### src/rtl/flash_lock_guard.sv
module flash_lock_guard #(
  parameter logic [15:0] MFR_CODE = 16'h00B0,
  parameter logic [15:0] DEV_CODE = 16'h00E9,
  parameter int          ADDR_W   = 20,
  parameter int          SMALL_W  = 12,
  parameter int          MAIN_W   = 15
) (
  input  logic              clk,
  input  logic              rst_n,
  input  logic              req_valid,
  input  logic [2:0]        op,
  input  logic [ADDR_W-1:0] addr,
  input  logic              wp_n,
  output logic              grant,
  output logic              deny,
  output logic              lock_err,
  output logic [15:0]       id_data
);
  localparam int N_SMALL = 1 << (MAIN_W - SMALL_W);
  localparam int N_MAIN  = (1 << (ADDR_W - MAIN_W)) - 1;
  localparam int N_BLK   = N_SMALL + N_MAIN;
  localparam int IDX_W   = $clog2(N_BLK);

  localparam logic [2:0] OP_ERASE = 3'd0, OP_CHIP = 3'd1, OP_PROG = 3'd2,
                         OP_SETL  = 3'd3, OP_PERM = 3'd4, OP_CLRL = 3'd5,
                         OP_ID    = 3'd6;

  logic [N_BLK-1:0] lock_q;
  logic             perm_q;

  logic             in_small;
  logic [IDX_W-1:0] blk;
  logic             at_off2;
  logic             blk_locked, any_locked, ok, arr_op;
  logic [15:0]      id_c;

  assign in_small = &addr[ADDR_W-1:MAIN_W];
  assign blk = in_small
    ? IDX_W'(N_SMALL - 1) - IDX_W'(addr[MAIN_W-1:SMALL_W])
    : IDX_W'(N_BLK - 1)   - IDX_W'(addr[ADDR_W-1:MAIN_W]);
  assign at_off2 = in_small ? (addr[SMALL_W-1:0] == SMALL_W'(2))
                            : (addr[MAIN_W-1:0]  == MAIN_W'(2));

  assign blk_locked = lock_q[blk] | (~wp_n & (blk < IDX_W'(2)));
  assign any_locked = (|lock_q) | ~wp_n;
  assign arr_op     = (op == OP_ERASE) | (op == OP_CHIP) | (op == OP_PROG);

  always_comb begin
    case (op)
      OP_ERASE, OP_PROG: ok = ~blk_locked;
      OP_CHIP:           ok = ~any_locked;
      OP_SETL, OP_CLRL:  ok = ~perm_q;
      OP_PERM, OP_ID:    ok = 1'b1;
      default:           ok = 1'b0;
    endcase
  end

  always_comb begin
    if (addr == ADDR_W'(0))      id_c = MFR_CODE;
    else if (addr == ADDR_W'(1)) id_c = DEV_CODE;
    else if (addr == ADDR_W'(3)) id_c = {15'd0, perm_q};
    else if (at_off2)            id_c = {15'd0, lock_q[blk]};
    else                         id_c = 16'd0;
  end

  always_ff @(posedge clk or negedge rst_n) begin
    if (!rst_n) begin
      lock_q   <= '0;
      perm_q   <= 1'b0;
      grant    <= 1'b0;
      deny     <= 1'b0;
      lock_err <= 1'b0;
      id_data  <= 16'd0;
    end else begin
      grant    <= req_valid & ok;
      deny     <= req_valid & ~ok;
      lock_err <= req_valid & ~ok & arr_op;
      id_data  <= (req_valid && op == OP_ID) ? id_c : 16'd0;
      if (req_valid && ok) begin
        if (op == OP_SETL) lock_q[blk] <= 1'b1;
        if (op == OP_CLRL) lock_q      <= '0;
        if (op == OP_PERM) perm_q      <= 1'b1;
      end
    end
  end

  p_one_result_r2: assert property (@(posedge clk) disable iff (!rst_n)
    req_valid |=> (grant ^ deny));
  p_no_spurious_r2: assert property (@(posedge clk) disable iff (!rst_n)
    !req_valid |=> !(grant | deny));
  p_err_needs_deny_r3: assert property (@(posedge clk) disable iff (!rst_n)
    lock_err |-> deny);
  p_perm_sticky_r7: assert property (@(posedge clk) disable iff (!rst_n)
    perm_q |=> perm_q);
  p_locks_frozen_r7: assert property (@(posedge clk) disable iff (!rst_n)
    perm_q |=> $stable(lock_q));
  p_id_quiet_r9: assert property (@(posedge clk) disable iff (!rst_n)
    !(req_valid && op == OP_ID) |=> (id_data == 16'd0));
endmodule

### config.mk
export PLATFORM = sky130hd
export DESIGN_NAME = flash_lock_guard
export DESIGN_NICKNAME = d
export VERILOG_FILES = /design/src/rtl/flash_lock_guard.sv
export SDC_FILE = /design/constraint.sdc
export NUM_CORES = 1
export LEC_CHECK = 0
export CAP_MARGIN = 20
export CELL_PAD_IN_SITES_DETAIL_PLACEMENT = 1
export CELL_PAD_IN_SITES_GLOBAL_PLACEMENT = 1
export CORE_MARGIN = 1
export CORE_UTILIZATION = 44
export DETAILED_ROUTE_END_ITERATION = 10
export HOLD_SLACK_MARGIN = 0.06
export MAX_ROUTING_LAYER = met4
export PLACE_DENSITY = 0.83
export SLEW_MARGIN = 30
export SYNTH_ARGS = -nofsm -noshare
export SYNTH_HDL_FRONTEND = slang
export SYNTH_SLANG_ARGS = --single-unit
### constraint.sdc
create_clock -name clk -period 5.4 [get_ports clk]
set_clock_uncertainty 0.05 [all_clocks]
set_input_delay 0.54 -clock clk [delete_from_list [all_inputs] [get_ports clk]]
set_output_delay 0.54 -clock clk [all_outputs]
set_load 0.05 [all_outputs]
# After elaboration in Yosys (flattened, before gate mapping)
# Index checks and enable logic that the tools add are counted.
# Widths: inputs -> output; s select.
[op_classes]
n_lt_le_gt_ge = 3
add_sub_neg = 2
shift = 0
n_div = 0
multipliers = 0
bitwise = 14
n_mux = 14
n_eq_ne = 10
n_reduce_logical = 13
[op_table]
columns = ["operator", "n"]
rows = [
  ["$mux 39", 2],
  ["$or 39x39->39", 1],
  ["$reduce_or 39->1", 1],
  ["$eq 20x1->1 const B", 1],
  ["$eq 20x2->1 const B", 1],
  ["$logic_not 20->1", 1],
  ["$mux 16", 1],
  ["$mux 8", 2],
  ["$eq 15x2->1 const B", 1],
  ["$eq 12x2->1 const B", 1],
  ["$eq 3x3->1 const B", 3],
  ["$lt 6x7->1 const B", 1],
  ["$bmux 1 s6", 1],
  ["$demux 1 s6", 1],
  ["$eq 3x2->1 const B", 2],
  ["$ge 6x1->1 const B", 1],
  ["$lt 6x2->1 const B", 1],
  ["$mux 6", 1],
  ["$reduce_or 2->1", 3],
  ["$sub 6x5->6 const A", 1],
  ["$mux 1", 5],
  ["$not 1->1", 5],
  ["$reduce_and 5->1", 1],
  ["$and 1x1->1", 4],
  ["8 further kinds", 14],
]
[word_totals]
mem_count = 0
latch_bits = 0
regBits = 59
mem_bits_rw = 0
romBits = 0

# Depth between registers and ports, before layout
# Gate-level depths: netlist (run 1).
[depth]
ltp_word = 10
depth_mapped = 11
mapped_depth_nobuf = 9

# Worst setup path before layout (run 1)
# No wires, ideal clock.
[synth_timing]
path_type = "input to register"
startpoint = "input addr[15]"
endpoint = "register lock_err"
setup_time_ps = 135
required_time_ps = 5215
t_arrival_ps = 2517
path_stages = 10
n_path_buf = 2
slack_ps = 2697
cell_sequence = "ha_1 -> buf_6 -> and4_1 -> buf_6 -> mux2i_4 -> mux4_2 -> a211o_1 -> and3_4 -> nand3_2 -> a211oi_1"
[synth_via]
elab_chain_cells = 10
[synth_lines]
columns = ["item", "line", "rtl"]
rows = [
  ["start, declared", "12", "input logic [ADDR_W-1:0] addr,"],
  ["$sub 6x5->6 or $reduce_and 5->1 (tied branches)", "40, 37", ""],
  ["$mux 6 (*)", "39", "? IDX_W'(N_SMALL - 1) - IDX_W'(addr[MAIN_W-1:SMALL_W])"],
  ["$bmux 1 s6 or $lt 6x2->1 (tied branches)", "44", "assign blk_locked = lock_q[blk] | (~wp_n & (blk < IDX_W'(2)));"],
  ["$mux 1 (not written as such) or $and 1x1->1 (tied branches)", "44", ""],
  ["$or 1x1->1 (*)", "44", ""],
  ["$not 1->1 (*)", "50", "OP_ERASE, OP_PROG: ok = ~blk_locked;"],
  ["$pmux 1 s4 (*)", "49", "case (op)"],
  ["$not 1->1 (*)", "77", "lock_err <= req_valid & ~ok & arr_op;"],
  ["$and 1x1->1 (*) (2 in series)", "77", ""],
  ["end signal, assigned", "77", ""],
  ["end, declared", "16", "output logic lock_err,"],
]
# Every way passes the cells marked *; elsewhere a longest branch is shown, timed or not. The select of a mux whose other input is x is not followed.
# A chain may end at the register's enable or synchronous reset.

# Worst setup path in the final report (run 1)
[layout_timing]
startpoint = "input addr[15]"
endpoint = "register grant"
[layout_via]
elab_chain_cells = 8
[layout_lines]
columns = ["item", "line", "rtl"]
rows = [
  ["$sub 6x5->6 or $reduce_and 5->1 (tied branches)", "40, 37", ""],
  ["$mux 6 (*)", "39", ""],
  ["$bmux 1 s6 or $lt 6x2->1 (tied branches)", "44", ""],
  ["$mux 1 (not written as such) or $and 1x1->1 (tied branches)", "44", ""],
  ["$or 1x1->1 (*)", "44", ""],
  ["$not 1->1 (*)", "50", ""],
  ["$pmux 1 s4 (*)", "49", ""],
  ["$and 1x1->1 (*)", "75", "grant <= req_valid & ok;"],
  ["end signal, assigned", "75", ""],
  ["end, declared", "14", "output logic grant,"],
]
# Marked as above.

==> results of run 1 <==
==> cell type report <==
| type | instances | area, µm² |
|---|---|---|
| Clock buffer | 6 | 82.6 |
| Clock inverter | 2 | 35.0 |
| Fill cell | 762 | 3100 |
| Inverter | 10 | 37.5 |
| Multi-Input combinational cell | 247 | 1500 |
| Sequential cell | 47 | 1180 |
| Tap cell | 77 | 96.3 |
| Timing Repair Buffer | 36 | 355 |
==> state kept, by name, summed over array words and instances, names as in the netlist <==
| register | cells |
|---|---|
| lock_q | 39 |
| perm_q | 1 |
| lock_err | 1 |
| deny | 1 |
| grant | 1 |
| id_data | 4 |
==> cells by family after synthesis <==
family / Yosys count / synth area share
AO/OA/AOI/OAI: 82 / 0.185
XOR/XNOR: 4 / 0.0120
adder cells (fa/ha/maj): 1 / 0.00428
multiplexers: 13 / 0.0565
other: 1 / 0.00128
buffers and inverters: 43 / 0.0976
flip-flops: 47 / 0.402
AND/OR/NAND/NOR: 137 / 0.241
==> metal layers <==
metal | GRT usage | vias to the layer above | share of wire
li1 | - | 1205 | -
met1 | 0.363 | 1305 | 0.46
met2 | 0.413 | 77 | 0.47
met3 | 0.0445 | 19 | 0.048
met4 | 0.0986 | 0 | 0.025
met5 | - | - | 0
==> synth_stat cells, types with 2 or more instances <==
| library cell | n |
|---|---|
| and2_1 | 5 |
| nor4b_1 | 3 |
| nand3_1 | 7 |
| nor2b_1 | 5 |
| buf_2 | 4 |
| a31o_2 | 2 |
| nand4_1 | 6 |
| and4_1 | 2 |
| mux2_2 | 5 |
| dfrtp_1 | 47 |
| nand2_1 | 21 |
| buf_4 | 15 |
| xnor2_1 | 2 |
| o22a_1 | 2 |
| inv_1 | 10 |
| nor3_1 | 17 |
| o22ai_1 | 7 |
| o21ai_0 | 6 |
| nand2b_1 | 5 |
| buf_6 | 8 |
| xor2_1 | 2 |
| o32ai_1 | 7 |
| clkbuf_2 | 2 |
| o31ai_1 | 2 |
| nor2_1 | 44 |
| a21oi_1 | 40 |
| a211oi_1 | 3 |
| clkbuf_1 | 4 |
| mux2i_1 | 5 |
| nor4_1 | 11 |
| and3_1 | 2 |
==> report_power, final <==
part	switching [W]	internal (W)	total (W)
sequential	0.0000281	0.000380	0.000408
combinational	0.000140	0.0000810	0.000220
clock	0.000121	0.000150	0.000271
==> worst max path at each step <==
stage          startpoint        to  slack [ns]  depth (start not counted)
2_1_floorplan    addr[15]  lock_err        2.70                         10
3_3_place_gp     addr[15]     grant        1.61                         10
3_5_place_dp     addr[15]     grant        1.45                         10
4_1_cts          addr[15]     grant        1.78                         10
5_1_grt          addr[15]     grant        1.50                         10
6_report         addr[15]     grant        1.74                         10
==> per-stage QoR <==
step,area (µm²),hold WS (ns),total power (W),cells,util
2_1_floorplan,2960,0.194,0.000564,337,-
3_3_place_gp,3160,0.461,0.000625,417,0.495
3_5_place_dp,3170,0.471,0.000630,417,0.496
4_1_cts,3280,0.211,0.000897,425,0.514
5_1_grt,3280,0.228,0.000942,425,0.514
6_report,3280,0.188,0.000900,425,0.514
==> critical path: cells and delay by family <==
| family | cells | cell delay (ns) |
|---|---|---|
| muxes | 1 | 0.72 |
| and+or+nand+nor | 2 | 0.41 |
| adders and majority gates | 1 | 0.42 |
| AOI/OAI and AO/OA | 5 | 1.00 |
| buffers and inverters | 1 | 0.70 |
==> flow_summary.ini, run 1 <==
[status]
status = finished clean

[worst_setup_path]
worst_ep_arrival_time_ns = 3.81
crit_chain = clkdlybuf4s50_1 -> ha_1 -> nand4_4 -> mux2i_2 -> o21ai_0 -> a31oi_1 -> a21oi_1 -> o21ai_0 -> nand3_2 -> a32o_1
critical_path_class = input pin to register
rr_endpoint = lock_q[4]
critPathMostFrequentCell = o21ai_0
r2r_start = lock_q[36]
ff2ff_path_depth = 7
max_stage_delay_ns = 0.72
start_kind = input pin
end_kind = register
cp_max_fo = 15
cp_data_required_time_ns = 5.55
reg2reg_slack_ns = 2.25
cp_slowest_cell = mux2i_2

[job]
maxCapViolCount = 0

[logic_synthesis]
synth.yosys.seq_area_share = 0.402
synth_top_cell_area_share = 0.402
async_flop_share = 1.00
yosys_most_used_dff = dfrtp_1
yosys_register_bits = 47
avgSynthCellArea_um2 = 8.91
ys_warn_count = 0
syn_area_um2 = 2920
syn_inst = 328
synth_edf_count = 0
synth_area_leader_cell = dfrtp_1
ys_types = 58
yosys-top-cells-area = dfrtp_1 40%, a21oi_1 6.8%, nor2_1 5.7%

[timing]
tns_ns = 0
slew_viol_final = 0
max_freq_mhz = 273
hold_viol_final = 0
layout_setup_ws_ns = 1.74
min_period_over_period = 0.677
setup_violations = 0
grt_setup_unrepaired = false
slew_headroom = 0.314
tightest_slew_ns = 1.02
min_period_ns = 3.66

[final_layout]
layout_common_cells = 47 x dfrtp_1, 44 x nor2_1, 40 x a21oi_1, 34 x clkdlybuf4s50_1, 21 x nand2_1
area_growth_pct = 12.3
nets = 375
layout_commonest_cell = dfrtp_1
drive_gt1_frac = 0.0891
diodes = 0

[global_routing]
grt_pass1_wl_um = 14300
grt_max_degree = 48
grtUsageTotal = 0.270
grt-ovfl-total = 0
grt_pass1_vias = 2656
grt_antenna_before_repair = 0

[clock_tree]
clkLatencyLatePin_ns = 0.31
clk_path_buf_depth = 2
cts_sinks = 47
ctsResizeCount = 0
holdBufCountCts = 0
cts_made_buffers = 5
cts_root_buffer = clkbuf_8
path_clk_slew_ns = 0.10
cts_htree_levels = 2
post-cts-setup-buffer-count = 0
cts_tree = done

[placed_design]
gp_congestion = 0.942
post-place-ws_ns = 1.45
numPortBuffers = 35
dp_hpwl_um = 6330

[floorplanning]
die-width_um = 83.5
die_h_um = 83.5
core-area_um2 = 6390
rows = 29
die_area_um2 = 6970
ios = 46
start_util = 0.458

[pwr]
power.density_nw_per_um2 = 274
peakVddDrop_uv = 165
leakage_nw = 1.42

[routing]
drt_iter0_drc = 288
drc_errors = 0
vias_per_cell = 6.13
routedWlPerCell_um = 20.2
dr.pass1.iters = 4
wirelength_um = 8570
vias = 2606
ant_nets = 0

[worst_hold_path]
hold_class = input pin to async pin
(Power assumes the default switching activity.)
==> run 2, diff against run 1 <==
CORE_UTILIZATION = 37   (was 44)
PLACE_DENSITY = 0.75   (was 0.83)
clock period = 3.2 ns   (was 5.4 ns; I/O delays follow)
==> flow_summary.ini, run 2 (synthesized netlist as in run 1, its figures left out) <==
[final_layout]
drive_gt1_frac = 0.141
diodes = 0
multi_input_area_um2 = 1500
area_growth_pct = 18.2
seq_area_um2 = 1180
nFillCells = 929
largest_reg_flops = 39
layout_common_cells = 47 x dfrtp_1, 44 x nor2_1, 40 x a21oi_1, 34 x clkdlybuf4s50_1, 22 x buf_4
finalNonFillerCells = 471
nets = 397
top_register = lock_q
layout_commonest_cell = dfrtp_1
reg_top3 = lock_q (39), id_data (4)

[clock_tree]
cts_made_buffers = 5
cts_tree = done
ctsResizeCount = 0
holdBufCountCts = 0
cts_htree_levels = 2
path_clk_slew_ns = 0.09
clkLatencyLatePin_ns = 0.30
cts_sinks = 47
clk_path_buf_depth = 2
cts_root_buffer = clkbuf_8
post-cts-setup-buffer-count = 0

[worst_setup_path]
rr_endpoint = lock_q[32]
critical_path_class = input pin to register
cp_max_fo = 9
max_stage_delay_ns = 0.47
cp_slowest_cell = clkdlybuf4s50_1
r2r_start = lock_q[13]
reg2reg_slack_ns = 0.59
critPathTopFamily = compound AO/OA/AOI/OAI gates
end_kind = register
critPathLaunch = addr[16]
worst_ep_arrival_time_ns = 2.97
crit_chain = clkdlybuf4s50_1 -> ha_1 -> buf_4 -> xor2_1 -> nor2_2 -> a21oi_1 -> a221o_1 -> o211ai_2 -> and3_4 -> nand3_2 -> a32o_1
cp_data_required_time_ns = 3.34
start_kind = input pin
crit_buf_inv = 2
ff2ff_path_depth = 6
crit_cells = 11

[global_routing]
grt_pass1_wl_um = 14600
grtUsageTotal = 0.236
grt_max_degree = 40
grt_antenna_before_repair = 0
grt_pass1_vias = 2787
grt-ovfl-total = 0

[floorplanning]
ios = 46
die-width_um = 90.9
die_h_um = 90.9
die_area_um2 = 8260
start_util = 0.380
core-area_um2 = 7690
rows = 32

[job]
maxCapViolCount = 0

[timing]
min_period_over_period = 0.883
min_period_ns = 2.83
slew_headroom = 0.475
setup_violations = 0
slew_viol_final = 0
tightest_slew_ns = 0.787
max_freq_mhz = 354
fin_hold_ws_ns = 0.0458
tns_ns = 0
hold_viol_final = 0
grt_setup_unrepaired = false

[routing]
wirelength_um = 9060
vias = 2686
dr.pass1.iters = 4
vias_per_cell = 5.70
drc_errors = 0
ant_nets = 0
drt_iter0_drc = 212
routedWlPerCell_um = 19.2

[placed_design]
numPortBuffers = 35
gp_congestion = 0.921
post-place-cells = 464
dp_hpwl_um = 6980

[pwr]
peakVddDrop_uv = 208
power.density_nw_per_um2 = 418
leakage_nw = 1.51
total_power_w = 0.00144

[status]
status = finished clean

[worst_hold_path]
hold_class = input pin to async pin
run 2: power by group:
part	internal, W	switching (W)
registers	0.000641	0.0000470
clock network	0.000150	0.000204
logic	0.000156	0.000246
total	0.000947	0.000496
run 2: worst max path at each step:
stage	slack (ns)	endpoint
5_1_grt	0.17	lock_err
3_3_place_gp	0.14	lock_err
6_report	0.37	grant
4_1_cts	0.39	lock_err
3_5_place_dp	0.08	lock_err
2_1_floorplan	0.72	lock_err
run 2: cell type report:
type                            count  share of cell area
Multi-Input combinational cell    247               0.434
Sequential cell                    47               0.340
Timing Repair Buffer               58               0.154
Tap cell                          102              0.0369
Clock buffer                        5              0.0199
Inverter                           10              0.0109
Clock inverter                      2             0.00398
run 2: through the flow:
step	cell area, µm²	util	setup WS, ns
2_1_floorplan	2960	-	0.717
3_3_place_gp	3370	0.439	0.136
3_5_place_dp	3370	0.439	0.0760
4_1_cts	3450	0.449	0.392
5_1_grt	3450	0.449	0.172
6_report	3450	0.449	0.374
run 2: worst reg2reg max path, delay by kind of cell (launching register included):
| kind | cells | cell delay (ns) |
|---|---|---|
| and+or+nand+nor | 4 | 1.29 |
| DFF | 1 | 0.41 |
| AOI/OAI and AO/OA | 2 | 0.74 |
run 2: layer usage:
metal	part of all wire	routed length [µm]	GRT usage
met4	0.032	293	0.0886
met1	0.43	3910	0.296
met3	0.063	570	0.0387
met5	0	0	-
met2	0.47	4290	0.381
==> run 3, diff against run 2 <==
PLACE_DENSITY = unset   (was 0.75)
PLACE_DENSITY_LB_ADDON = 0.1   (was unset)
==> flow_summary.ini, run 3 (synthesized netlist as in run 1, its figures left out) <==
[final_layout]
nFillCells = 923
area_growth_pct = 19.6
layout_commonest_cell = dfrtp_1
drive_gt1_frac = 0.145
diodes = 0
largest_reg_flops = 39
nets = 400
fin_area_um2 = 3490
fin_util = 0.455
layout_common_cells = 47 x dfrtp_1, 44 x nor2_1, 40 x a21oi_1, 34 x clkdlybuf4s50_1, 25 x buf_4
top_register = lock_q
reg_top3 = lock_q (39), id_data (4)
finalNonFillerCells = 475

[timing]
slew_viol_final = 0
max_freq_mhz = 343
grt_setup_unrepaired = false
slew_headroom = 0.555
hold_viol_final = 0
min_period_ns = 2.91
setup_violations = 0
tightest_slew_ns = 0.665
min_period_over_period = 0.911

[worst_setup_path]
end_kind = register
critical_path_class = input pin to register
cp_max_fo = 5
r2r_start = lock_q[36]
worst_ep_arrival_time_ns = 3.06
cp_data_required_time_ns = 3.35
critPathLaunch = addr[16]
ff2ff_path_depth = 6
reg2reg_slack_ns = 0.67
start_kind = input pin
rr_endpoint = lock_q[35]

[pwr]
power.density_nw_per_um2 = 424
total_power_w = 0.00148
peakVddDrop_uv = 265
leakage_nw = 1.53

[worst_hold_path]
hold_class = register to register
worstHoldEndpoint = perm_q
min_path_cells = 1
worst_hold_startpoint = perm_q

[clock_tree]
cts_htree_levels = 2
cts_root_buffer = clkbuf_8
clkLatencyLatePin_ns = 0.31
post-cts-setup-buffer-count = 0
cts_sinks = 47
clk_path_buf_depth = 2
cts_tree = done
ctsResizeCount = 0
cts_made_buffers = 5
path_clk_slew_ns = 0.09

[placed_design]
placed_cell_area_um2 = 3390
gp_congestion = 0.956
numPortBuffers = 35
dp_hpwl_um = 7010
post-place-cells = 466

[floorplanning]
start_util = 0.380
ios = 46
core-area_um2 = 7690
die_area_um2 = 8260
die-width_um = 90.9
rows = 32
die_h_um = 90.9

[routing]
vias_per_cell = 5.56
vias = 2641
drt_iter0_drc = 136
routedWlPerCell_um = 19.5
dr.pass1.iters = 4
ant_nets = 0
drc_errors = 0
wirelength_um = 9250

[job]
maxCapViolCount = 0

[global_routing]
grt_pass1_wl_um = 15300
grt_pass1_vias = 2721
grt_antenna_before_repair = 0
grtUsageTotal = 0.249
grt_max_degree = 48
grt-ovfl-total = 0

[status]
status = finished clean
run 3: timing repair:
| item | 4_1_cts | 5_1_grt |
|---|---|---|
| endpoints found under the setup margin | 0 | 0 |
| endpoints found under the hold margin | 47 | 0 |
| hold buffers | 1 | 0 |
run 3: cell type report:
class                   count  area (µm²)  area share
flip-flops and latches     47        1180       0.337
inverters                  10        37.5      0.0107
clock inverters             1        8.76     0.00251
clock buffers               7        86.3      0.0247
multi-input cells         247        1500       0.429
well taps                 102         128      0.0365
repair buffers             61         558       0.160
run 3: worst max path at each step:
stage / to
after global placement: lock_err
after CTS: lock_err
final: grant
after global routing: grant
after floorplan: lock_err
after detailed placement: grant
run 3: per-layer routing:
layer	wire (µm)	vias to the layer above	GRT usage
met3	504	14	0.0379
met2	4320	73	0.384
met5	0	-	-
met4	157	0	0.0701
li1	-	1248	-
met1	4270	1306	0.340
run 3: report_power, final:
group / internal [W] / switching (W)
clock network: 0.000178 / 0.000216
logic: 0.000159 / 0.000242
registers: 0.000641 / 0.0000461
run 3: through the flow:
| step | hold WS [ns] | setup slack [ns] | setup TNS, ns |
|---|---|---|---|
| after floorplan | -0.0256 | 0.717 | 0 |
| after global placement | 0.447 | 0.0746 | 0 |
| after detailed placement | 0.338 | -0.00834 | -0.0205 |
| after CTS | 0.490 | 0.305 | 0 |
| after global routing | 0.513 | 0.127 | 0 |
| final | 0.490 | 0.286 | 0 |
run 3: critical path, stage by stage:
cell and delay [ns]:
clkdlybuf4s50_1 0.55, ha_1 0.29, buf_4 0.17, nand4_4 0.15
o21ai_0 0.55, nor3_1 0.10, o21a_1 0.19, o21ai_0 0.34
nand3_2 0.17, a32o_1 0.24
